$ cat src/rtl/lrx_pkg.sv
// Shared types for the serial line receive buffer controller.
package lrx_pkg;

    // One RAM operation, selected by the ring controller each cycle.
    typedef enum logic [1:0] {
        OP_IDLE = 2'd0,
        OP_WR   = 2'd1,
        OP_RD   = 2'd2
    } sram_op_e;

    // High-water mark: nine tenths of the capacity, rounded down.
    function automatic int full_mark(input int depth);
        return (depth * 9) / 10;
    endfunction

endpackage

$ cat src/rtl/lrx_line_in.sv
// Line input stage.
// Brings the asynchronous strobe, enable and data into the clk domain
// through SYNC_STAGES flops each. A rising strobe edge with the enable low
// shifts one bit into a byte, most significant bit first. The cycle after
// the eighth bit, byte_vld pulses for one clock.
// Assumes each strobe phase lasts at least SYNC_STAGES+1 clocks and that
// data and enable are stable around the rising edge of the strobe.
module lrx_line_in #(
    parameter int SYNC_STAGES = 2
) (
    input  logic       clk,
    input  logic       rst_n,
    input  logic       flush,
    input  logic       line_clk,
    input  logic       line_en_n,
    input  logic       line_dat,
    output logic       byte_vld,
    output logic [7:0] byte_dat
);
    localparam int TOP = SYNC_STAGES - 1;

    logic [TOP:0] s_clk, s_en_n, s_dat;
    logic         clk_prev;
    logic [6:0]   shreg;
    logic [2:0]   bit_cnt;
    logic         take;

    // Synchronizer chains for the three line signals.
    always_ff @(posedge clk) begin
        if (!rst_n) begin
            s_clk    <= '0;
            s_en_n   <= '1;
            s_dat    <= '0;
            clk_prev <= 1'b0;
        end else begin
            s_clk    <= {s_clk[TOP-1:0], line_clk};
            s_en_n   <= {s_en_n[TOP-1:0], line_en_n};
            s_dat    <= {s_dat[TOP-1:0], line_dat};
            clk_prev <= s_clk[TOP];
        end
    end

    // A qualified rising edge of the synchronized strobe.
    always_comb take = s_clk[TOP] && !clk_prev && !s_en_n[TOP];

    // Shift bits in MSB first and emit each completed byte.
    always_ff @(posedge clk) begin
        if (!rst_n || flush) begin
            shreg    <= '0;
            bit_cnt  <= '0;
            byte_vld <= 1'b0;
            byte_dat <= '0;
        end else begin
            byte_vld <= 1'b0;
            if (take) begin
                shreg   <= {shreg[5:0], s_dat[TOP]};
                bit_cnt <= bit_cnt + 3'd1;
                if (bit_cnt == 3'd7) begin
                    byte_vld <= 1'b1;
                    byte_dat <= {shreg, s_dat[TOP]};
                end
            end
        end
    end

endmodule

$ cat src/rtl/lrx_ring.sv
// Circular queue control.
// Owns the read and write pointers and the occupancy count, and picks the
// RAM operation for each cycle. A pending write comes before a read. A write
// into a completely full queue empties the queue instead and closes the
// line input for OVF_HOLD cycles. A clear always wins.
// Assumes byte_vld pulses are at least two cycles apart.
module lrx_ring #(
    parameter int AW       = 15,
    parameter int OVF_HOLD = 16
) (
    input  logic                  clk,
    input  logic                  rst_n,
    input  logic                  clr,
    input  logic                  hold,
    input  logic                  byte_vld,
    input  logic [7:0]            byte_dat,
    input  logic                  rd_req,
    output lrx_pkg::sram_op_e     op,
    output logic [AW-1:0]         op_addr,
    output logic [7:0]            op_data,
    output logic                  buf_empty,
    output logic                  buf_full,
    output logic                  line_ready
);
    import lrx_pkg::*;

    localparam int CW      = AW + 1;
    localparam int DEPTH   = 1 << AW;
    localparam int FULL_TH = full_mark(DEPTH);
    localparam int HW      = $clog2(OVF_HOLD + 1);

    logic [AW-1:0] wptr, rptr;
    logic [CW-1:0] occ;
    logic          wr_pend;
    logic [7:0]    wr_byte;
    logic          ready_q;
    logic [HW-1:0] ovf_cnt;
    logic          ovf;
    logic          accept;

    // Choose this cycle's RAM operation and detect overflow.
    always_comb begin
        ovf     = wr_pend && (occ == CW'(DEPTH)) && !clr;
        accept  = byte_vld && !hold && ready_q && !clr;
        op      = OP_IDLE;
        op_addr = '0;
        op_data = wr_byte;
        if (!clr) begin
            if (wr_pend && !ovf) begin
                op      = OP_WR;
                op_addr = wptr;
            end else if (!wr_pend && rd_req && occ != '0) begin
                op      = OP_RD;
                op_addr = rptr;
            end
        end
    end

    // Update the pointers, the occupancy and the pending-write slot.
    always_ff @(posedge clk) begin
        if (!rst_n || clr) begin
            wptr    <= '0;
            rptr    <= '0;
            occ     <= '0;
            wr_pend <= 1'b0;
            wr_byte <= '0;
        end else begin
            wr_pend <= accept;
            if (accept) wr_byte <= byte_dat;
            if (ovf) begin
                wptr <= '0;
                rptr <= '0;
                occ  <= '0;
            end else if (op == OP_WR) begin
                wptr <= wptr + 1'b1;
                occ  <= occ + 1'b1;
            end else if (op == OP_RD) begin
                rptr <= rptr + 1'b1;
                occ  <= occ - 1'b1;
            end
        end
    end

    // Line ready: low in reset and during the window after an overflow.
    always_ff @(posedge clk) begin
        if (!rst_n) begin
            ready_q <= 1'b0;
            ovf_cnt <= '0;
        end else if (ovf) begin
            ready_q <= 1'b0;
            ovf_cnt <= HW'(OVF_HOLD);
        end else if (ovf_cnt != '0) begin
            ovf_cnt <= ovf_cnt - 1'b1;
            ready_q <= (ovf_cnt == HW'(1));
        end else begin
            ready_q <= 1'b1;
        end
    end

    // Occupancy flags.
    always_comb begin
        buf_empty  = (occ == '0);
        buf_full   = (occ >= CW'(FULL_TH));
        line_ready = ready_q;
    end

endmodule

$ cat src/rtl/lrx_sram_if.sv
// RAM pin sequencer.
// Registers the chosen operation onto the RAM pins as a one-clock cycle:
// a write lowers chip select and write strobe, and a read lowers chip select
// and output enable. Read data is captured at the edge that ends the read
// cycle, and out_vld then pulses for one clock.
// Assumes an asynchronous RAM whose read data settles within one clock.
module lrx_sram_if #(
    parameter int AW = 15
) (
    input  logic              clk,
    input  logic              rst_n,
    input  lrx_pkg::sram_op_e op,
    input  logic [AW-1:0]     op_addr,
    input  logic [7:0]        op_data,
    input  logic [7:0]        sram_rdata,
    output logic [AW-1:0]     sram_addr,
    output logic [7:0]        sram_wdata,
    output logic              sram_we_n,
    output logic              sram_cs_n,
    output logic              sram_oe_n,
    output logic              out_vld,
    output logic [7:0]        out_byte
);
    import lrx_pkg::*;

    // Drive the RAM pins for the next clock.
    always_ff @(posedge clk) begin
        if (!rst_n) begin
            sram_addr  <= '0;
            sram_wdata <= '0;
            sram_we_n  <= 1'b1;
            sram_cs_n  <= 1'b1;
            sram_oe_n  <= 1'b1;
        end else begin
            sram_addr  <= op_addr;
            sram_wdata <= op_data;
            sram_we_n  <= (op != OP_WR);
            sram_oe_n  <= (op != OP_RD);
            sram_cs_n  <= (op == OP_IDLE);
        end
    end

    // Capture the read data at the end of a read cycle.
    always_ff @(posedge clk) begin
        if (!rst_n) begin
            out_vld  <= 1'b0;
            out_byte <= '0;
        end else begin
            out_vld <= !sram_oe_n && !sram_cs_n;
            if (!sram_oe_n && !sram_cs_n) out_byte <= sram_rdata;
        end
    end

endmodule

$ cat src/rtl/lrx_buf_ctrl.sv
// Serial line receive buffer controller, top level.
// Line input stage -> circular queue control -> RAM pin sequencer.
// Assumes one external asynchronous RAM of 2^AW bytes that is used only by
// this block.
module lrx_buf_ctrl #(
    parameter int AW          = 15,
    parameter int SYNC_STAGES = 2,
    parameter int OVF_HOLD    = 16
) (
    input  logic          clk,
    input  logic          rst_n,
    input  logic          line_clk,
    input  logic          line_en_n,
    input  logic          line_dat,
    output logic          line_ready,
    input  logic          hold,
    input  logic          clr,
    input  logic          rd_req,
    output logic          out_vld,
    output logic [7:0]    out_byte,
    output logic          buf_full,
    output logic          buf_empty,
    output logic [AW-1:0] sram_addr,
    output logic [7:0]    sram_wdata,
    input  logic [7:0]    sram_rdata,
    output logic          sram_we_n,
    output logic          sram_cs_n,
    output logic          sram_oe_n
);
    logic              byte_vld;
    logic [7:0]        byte_dat;
    lrx_pkg::sram_op_e op;
    logic [AW-1:0]     op_addr;
    logic [7:0]        op_data;

    lrx_line_in #(.SYNC_STAGES(SYNC_STAGES)) u_line (
        .clk(clk), .rst_n(rst_n), .flush(clr),
        .line_clk(line_clk), .line_en_n(line_en_n), .line_dat(line_dat),
        .byte_vld(byte_vld), .byte_dat(byte_dat)
    );

    lrx_ring #(.AW(AW), .OVF_HOLD(OVF_HOLD)) u_ring (
        .clk(clk), .rst_n(rst_n), .clr(clr), .hold(hold),
        .byte_vld(byte_vld), .byte_dat(byte_dat), .rd_req(rd_req),
        .op(op), .op_addr(op_addr), .op_data(op_data),
        .buf_empty(buf_empty), .buf_full(buf_full), .line_ready(line_ready)
    );

    lrx_sram_if #(.AW(AW)) u_sram (
        .clk(clk), .rst_n(rst_n), .op(op), .op_addr(op_addr),
        .op_data(op_data), .sram_rdata(sram_rdata),
        .sram_addr(sram_addr), .sram_wdata(sram_wdata),
        .sram_we_n(sram_we_n), .sram_cs_n(sram_cs_n), .sram_oe_n(sram_oe_n),
        .out_vld(out_vld), .out_byte(out_byte)
    );

endmodule

$ cat config.mk
export PLATFORM = sky130hd
export DESIGN_NAME = lrx_buf_ctrl
export DESIGN_NICKNAME = d
export VERILOG_FILES = /design/src/rtl/lrx_pkg.sv /design/src/rtl/lrx_line_in.sv /design/src/rtl/lrx_ring.sv /design/src/rtl/lrx_sram_if.sv /design/src/rtl/lrx_buf_ctrl.sv
export SDC_FILE = /design/constraint.sdc
export NUM_CORES = 1
export LEC_CHECK = 0
export ABC_AREA = 1
export BUFFER_PORTS_ARGS = -buffer_cell sky130_fd_sc_hd__buf_2
export CORE_UTILIZATION = 50
export CTS_CLUSTER_SIZE = 30
export DETAILED_ROUTE_END_ITERATION = 6
export HOLD_SLACK_MARGIN = 0.08
export PLACE_DENSITY = 0.69
export SYNTH_ARGS = -nofsm -noshare
export SYNTH_HDL_FRONTEND = slang
export SYNTH_SLANG_ARGS = --single-unit
$ cat constraint.sdc
create_clock -name clk -period 4.8 [get_ports clk]
set_clock_uncertainty 0.2 [all_clocks]
set_input_delay 0.48 -clock clk [delete_from_list [all_inputs] [get_ports clk]]
set_output_delay 0.48 -clock clk [all_outputs]
set_load 0.01 [all_outputs]
==> results.py, run 1 <==
metrics = {
    "run_status": {
        "status": "completed",
    },
    "critical_path": {
        "crit_buf_inv": 3,
        "cpLargestDelayFamily": "simple AND/OR/NAND/NOR gates",
        "arrival_ps": 3700,
        "crit_top_cell": "nand2_1",
        "path_class": "flip-flop to flip-flop",
        "critPathLaunchType": "flip-flop",
        "path_cells": "nor2_1, nand2_1, nor2_2, nand4_4, nand2_2, buf_4, inv_1, fa_1, o21ai_0, nand2_1, nand2_1, nand2_1, nand3_1, nand3_1, nand2_1, inv_1",
        "critPathCaptureType": "flip-flop",
        "critPathSlowestCell": "fa_1",
        "reg2regPathDepth": 16,
        "crit_required_ps": 4920,
        "max_stage_delay_ps": 540,
        "path_max_fanout": 35,
        "crit_cells": 16,
    },
    "logic_synthesis": {
        "netlist.area_leader.share_pct": 42.6,
        "synthArstFlopShare_pct": 0,
        "synthCells": 782,
        "synthTopCellsByCount": "182 x nand2_1, 122 x dfxtp_1, 107 x nor2_1, 90 x inv_1, 44 x nand3_1",
        "syn-cell-area_mm2": 0.00573,
        "yosysWarnings": 0,
        "ys_top_cells_by_area": "dfxtp_1 43%, nand2_1 12%, nor2_1 7.0%, inv_1 5.9%, ha_1 4.8%",
        "yosysSeqAreaShare_pct": 42.6,
        "synth_edf_count": 0,
        "avgSynthCellArea_um2": 7.33,
        "synthMostInstantiatedCell": "nand2_1",
        "syn-num-nets": 821,
        "synth.largest_area_cell": "dfxtp_1",
        "synth_ff_type": "dfxtp_1",
        "synth_cell_types": 38,
        "ys_ff_latch": 122,
    },
    "timing": {
        "hold_slack_ps": 89.8,
        "layout_min_cycle_time_ps": 3580,
        "finalHoldViolCount": 0,
        "period_share_pct": 74.6,
        "slew-limit-headroom_pct": 47.2,
        "rsz0062_at_grt": "false",
        "slew_viol_final": 0,
        "finalSetupTns_ps": 0,
        "clock.fmax_ghz": 0.279,
        "tightest_slew_ps": 789,
        "setup_viol": 0,
    },
    "hold_path": {
        "hp-class": "primary input to flip-flop",
        "worstHoldPathCells": 3,
    },
    "place": {
        "dp.cells": 958,
        "portBuffers": 53,
        "dpl.hpwl_um": 9260,
        "gp_congestion": 0.908,
    },
    "grt": {
        "grt_max_degree": 36,
        "overflow": 0,
        "grt_pass1_vias": 4821,
        "grt.total_usage_pct": 23.3,
        "grt_first_pass_wirelength_um": 21600,
        "antenna_found_initial": 0,
    },
    "die": {
        "dieArea_mm2": 0.0119,
        "dieWidth_um": 109,
        "dieHeight_um": 109,
        "core_area_mm2": 0.0110,
        "start_util_pct": 52.2,
        "ios": 54,
        "row_count": 38,
    },
    "drt": {
        "ant_nets": 0,
        "avgViaCountPerCell": 5.20,
        "routed_wl_um": 13000,
        "drt_iter0_markers": 333,
        "first_pass_iters": 4,
        "num_vias": 5160,
        "route.detailed.drc": 0,
        "wl_per_cell_um": 13.1,
    },
    "layout": {
        "area_delta_synth_final_pct": 16.2,
        "finalNetCount": 880,
        "antenna_cells": 0,
        "final_cell_count_no_fill": 993,
        "layout-drive-gt1-share_pct": 14.4,
    },
    "run": {
        "drv_cap": 0,
    },
    "power_and_ir_drop": {
        "p_leak_nw": 2.92,
        "irDropWorstVdd_v": 0.000368,
        "powerDensity_mw_per_mm2": 420,
        "comb_power_share_pct": 19.4,
        "clkPwrFrac_pct": 41.8,
        "p_int_mw": 1.96,
        "seq_power_share_pct": 38.9,
        "swShare_pct": 29.9,
        "p_total_mw": 2.80,
        "netSwitchingPower_mw": 0.836,
    },
    "clocking": {
        "post_cts_buffers": 0,
        "cts_root_buf": "clkbuf_16",
        "clk_latency_ps": 420,
        "clkSinkCount": 122,
        "clkSlewWorstSetupHoldPaths_ps": 60,
        "postCtsHoldBufs": 4,
        "htreeDepth": 4,
        "cts_buffers": 17,
        "cts_tree": "done",
        "clockBufferDepth": 2,
        "ctsResizeCount": 0,
    },
}
## tightest hold or removal path: stages
cell and delay (ps):
buf_2 70, nor2_1 40, nor2_1 80
## logic make-up (layout without fill, tap and decap cells)
kind of cell | Yosys count | count (layout) | synth area share [%]
simple gates | 374 | 374 | 27.7
compound gates | 126 | 126 | 12.9
flops | 122 | 122 | 42.6
buf+inv | 114 | 185 | 8.19
fa+ha+maj | 23 | 23 | 5.15
xor+xnor | 23 | 23 | 3.51
## registers in the layout, summed over array words and instances (netlist names), 2 cells and up
name / count
u_ring.occ: 16
u_ring.rptr: 15
u_ring.wptr: 15
u_sram.sram_addr: 15
u_line.byte_dat: 8
u_ring.op_data: 8
u_sram.out_byte: 8
u_sram.sram_wdata: 8
u_line.shreg: 7
u_ring.ovf_cnt: 5
u_line.bit_cnt: 3
u_line.s_clk: 2
u_line.s_dat: 2
u_line.s_en_n: 2
## layout make-up
cell class | count | area, um^2
fill | 991 | 4320
multi-input combinational | 546 | 2820
sequential | 122 | 2440
clock buffer | 19 | 443
inverter | 95 | 359
timing repair buffer | 59 | 320
tap | 140 | 175
clock inverter | 12 | 103
## cells in the final DEF (no fill, tap or decap), drive strengths merged, types with 6 or more instances in the layout
cell type	instances
nor2	112
a21oi	53
inv	94
ha	22
dfxtp	122
nand3	45
buf	55
o22ai	9
o221a	8
o21ai	52
nand2	186
xnor2	6
clkinv	8
clkbuf	19
xor2	17
nor3	18
## metrics by stage
step | setup slack [ps] | cell area (um^2) | util [%]
finish | 1220 | 6660 | 60.7
CTS | 1230 | 6660 | 60.7
detailed placement | 1050 | 6080 | 55.3
floorplan | 2100 | 5730 | -
global route | 942 | 6660 | 60.7
global placement | 1150 | 6080 | 55.3
## per-layer routing
| metal | share of wire [%] | wire (um) | global-route usage (%) | vias up |
|---|---|---|---|---|
| li1 | - | - | - | 2635 |
| met1 | 47 | 6110 | 29.4 | 2372 |
| met2 | 47 | 6100 | 37.9 | 127 |
| met3 | 4.2 | 542 | 6.58 | 26 |
| met4 | 1.8 | 238 | 8.40 | 0 |
| met5 | 0 | 0 | 0 | - |
## path summary, 6_finish.rpt
check	endpoint	slack, ps	from
max	u_ring.occ[14]	1220	u_ring.occ[2]
min	u_sram.out_byte[4]	90	sram_rdata[4]
max reg2reg	u_ring.occ[14]	1220	u_ring.occ[2]
min reg2reg	u_line.s_clk[1]	210	u_line.s_clk[0]
## power groups by stage
stage          registers, mW  logic (mW)  clock network (mW)
6_report                1.09       0.542                1.17
5_1_grt                 1.09       0.620                1.23
4_1_cts                 1.09       0.540                1.18
3_5_place_dp            1.11       0.534                   0
3_3_place_gp            1.10       0.520                   0
2_1_floorplan           1.10       0.416                   0
(Power assumes the default switching activity.)
==> inputs of run 2 (changes only) <==
--- a/config.mk
+++ b/config.mk
@@ -5,13 +5,13 @@
 export SDC_FILE = /design/constraint.sdc
 export NUM_CORES = 1
 export LEC_CHECK = 0
-export ABC_AREA = 1
+export ABC_AREA = 0
 export BUFFER_PORTS_ARGS = -buffer_cell sky130_fd_sc_hd__buf_2
 export CORE_UTILIZATION = 50
 export CTS_CLUSTER_SIZE = 30
 export DETAILED_ROUTE_END_ITERATION = 6
 export HOLD_SLACK_MARGIN = 0.08
-export PLACE_DENSITY = 0.69
+export PLACE_DENSITY = 0.72
 export SYNTH_ARGS = -nofsm -noshare
 export SYNTH_HDL_FRONTEND = slang
 export SYNTH_SLANG_ARGS = --single-unit
==> constraint.sdc (replaced) <==
create_clock -name clk -period 3.2 [get_ports clk]
set_clock_uncertainty 0.2 [all_clocks]
set_input_delay 0.32 -clock clk [delete_from_list [all_inputs] [get_ports clk]]
set_output_delay 0.32 -clock clk [all_outputs]
set_load 0.01 [all_outputs]
==> results.py, run 2 <==
metrics = {
    "grt": {
        "overflow": 0,
        "grt_first_pass_wirelength_um": 19700,
        "grt_max_degree": 45,
        "antenna_found_initial": 0,
        "grt_pass1_vias": 4279,
        "grt.total_usage_pct": 22.3,
    },
    "layout": {
        "fill_cells": 880,
        "multi_input_area_mm2": 0.00275,
        "final_cell_mix": "122 x dfxtp_1, 61 x nand2_1, 57 x nor2_1, 53 x buf_2, 36 x a21oi_1",
        "regArea_mm2": 0.00244,
        "largest_register_ffs": 16,
        "layout_commonest_cell": "dfxtp_1",
        "finalNetCount": 692,
        "final_cell_count_no_fill": 801,
        "fin_util_pct": 63.9,
        "area_delta_synth_final_pct": 24.0,
        "top_register": "u_ring.occ",
        "antenna_cells": 0,
        "layout-drive-gt1-share_pct": 19.1,
    },
    "logic_synthesis": {
        "synthTopCellsByCount": "122 x dfxtp_1, 61 x nand2_1, 57 x nor2_1, 36 x a21oi_1, 25 x o21ai_0",
        "synthMostInstantiatedCell": "dfxtp_1",
        "ys_ff_latch": 122,
        "yosysSeqAreaShare_pct": 46.1,
        "synth_cell_types": 65,
        "synth.largest_area_cell": "dfxtp_1",
        "synthArstFlopShare_pct": 0,
        "synth_edf_count": 0,
        "synth_ff_type": "dfxtp_1",
        "syn-num-nets": 611,
        "synthCells": 572,
        "avgSynthCellArea_um2": 9.26,
        "ys_top_cells_by_area": "dfxtp_1 46%, ha_1 5.2%, nand2_1 4.3%, nor2_1 4.0%, a21oi_1 3.4%",
        "yosysWarnings": 0,
        "netlist.area_leader.share_pct": 46.1,
        "syn-cell-area_mm2": 0.00530,
    },
    "clocking": {
        "clk_latency_ps": 510,
        "clockBufferDepth": 2,
        "cts_buffers": 17,
        "cts_root_buf": "clkbuf_8",
        "cts_tree": "done",
        "htreeDepth": 4,
        "clkSlewWorstSetupHoldPaths_ps": 60,
        "clkSinkCount": 122,
    },
    "power_and_ir_drop": {
        "irDropWorstVdd_v": 0.000863,
        "powerDensity_mw_per_mm2": 996,
        "swShare_pct": 37.0,
        "comb_power_share_pct": 42.9,
        "p_leak_nw": 2.56,
        "seq_power_share_pct": 27.3,
        "netSwitchingPower_mw": 2.42,
        "clkPwrFrac_pct": 29.8,
        "p_int_mw": 4.12,
    },
    "critical_path": {
        "path_class": "flip-flop to flip-flop",
        "startpoint": "u_ring.occ[2]",
        "critPathLaunchType": "flip-flop",
        "arrival_ps": 3300,
        "critPathCaptureType": "flip-flop",
        "r2r-start": "u_ring.occ[2]",
        "crit_required_ps": 3460,
        "path_max_fanout": 9,
    },
    "drt": {
        "avgViaCountPerCell": 5.39,
        "routed_wl_um": 11800,
        "drt_iter0_markers": 168,
        "num_vias": 4320,
        "route.detailed.drc": 0,
        "ant_nets": 0,
        "wl_per_cell_um": 14.7,
        "first_pass_iters": 4,
    },
    "place": {
        "dp.cells": 753,
        "dpl.hpwl_um": 7730,
        "place_ws_ps": 43.3,
        "portBuffers": 53,
        "gp_congestion": 0.850,
    },
    "timing": {
        "layout_min_cycle_time_ps": 3040,
        "finalSetupTns_ps": 0,
        "clock.fmax_ghz": 0.329,
        "setup_viol": 0,
        "tightest_slew_ps": 969,
        "period_share_pct": 95.1,
        "slew-limit-headroom_pct": 35.1,
        "finalHoldViolCount": 0,
        "setup_slack_ps": 157,
        "slew_viol_final": 0,
        "hold_slack_ps": 141,
    },
    "hold_path": {
        "worstHoldStart": "hold",
        "hp-class": "primary input to flip-flop",
    },
    "die": {
        "row_count": 37,
        "ios": 54,
        "start_util_pct": 51.6,
        "dieArea_mm2": 0.0110,
        "core_area_mm2": 0.0103,
        "dieWidth_um": 105,
        "dieHeight_um": 105,
    },
    "run_status": {
        "status": "completed",
    },
    "run": {
        "drv_cap": 0,
    },
}
run 2: cell types whose count changed after synthesis, moves of 18 or more:
cell,before,now
and2_1,1,19
inv_1,90,14
mux2i_1,0,18
nand2_1,182,61
nand3_1,44,15
nor2_1,107,57
run 2: cells by family after synthesis:
logic type                 after synthesis  synth area share (%)
buffers and inverters                   38                  3.09
muxes                                   18                  3.40
DFF                                    122                  46.1
adders and majority gates               23                  5.57
and+or+nand+nor                        218                  21.0
AOI/OAI and AO/OA                      116                  14.7
xor gates and xnor gates                37                  6.12
run 2: what timing repair did:
action | 4_1_cts | 5_1_grt
hold buffers | 16 | 0
gates resized for setup | 1 | 5
setup endpoints to repair | 1 | 6
buffers inserted | 0 | 1
pin swaps | 0 | 1
hold endpoints to repair | 14 | 0
run 2: final timing paths:
check	to	slack, ps	cells after the start
hold / removal	u_ring.wr_pend	140	4
setup reg to reg	u_ring.occ[12]	160	11
hold reg to reg	u_line.s_en_n[1]	210	1
setup / recovery	u_ring.occ[12]	160	11
run 2: power by group through the flow:
| stage | clock (mW) | combinational, mW | sequential [mW] |
|---|---|---|---|
| global route | 2.06 | 3.12 | 1.80 |
| detailed placement | 0 | 2.66 | 1.80 |
| finish | 1.95 | 2.80 | 1.79 |
| CTS | 1.98 | 2.72 | 1.77 |
| global placement | 0 | 2.60 | 1.80 |
| floorplan | 0 | 2.12 | 1.78 |
run 2: final cells by class:
cell class | instances | share of cell area [%]
Clock buffer | 17 | 6.30
Clock inverter | 14 | 2.97
Inverter | 15 | 0.857
Multi-Input combinational cell | 412 | 41.8
Sequential cell | 122 | 37.2
Tap cell | 136 | 2.59
Timing Repair Buffer | 85 | 8.30
run 2: through the flow:
step                      power [mW]  cell area, um^2
after floorplan                 3.91             5300
after CTS                       6.47             6530
after detailed placement        4.47             5750
final                           6.54             6570
after global placement          4.39             5750
after global routing            6.98             6570
run 2: routing by layer:
metal | routed length [um] | global-route usage (%) | share of wire [%]
met1 | 5180 | 26.7 | 44
met4 | 148 | 7.65 | 1.3
met2 | 5930 | 39.2 | 50
met5 | 0 | 0 | 0
met3 | 505 | 5.18 | 4.3
run 2: critical path, cell delays in order, from the launching register on:
cell,delay [ps]
dfxtp_1,350
nor4_2,300
buf_4,160
nand4_2,130
nand2_4,170
ha_1,260
nor2b_1,150
o31a_1,320
o2111ai_4,280
a21oi_1,120
or4b_1,470
nand3_1,90
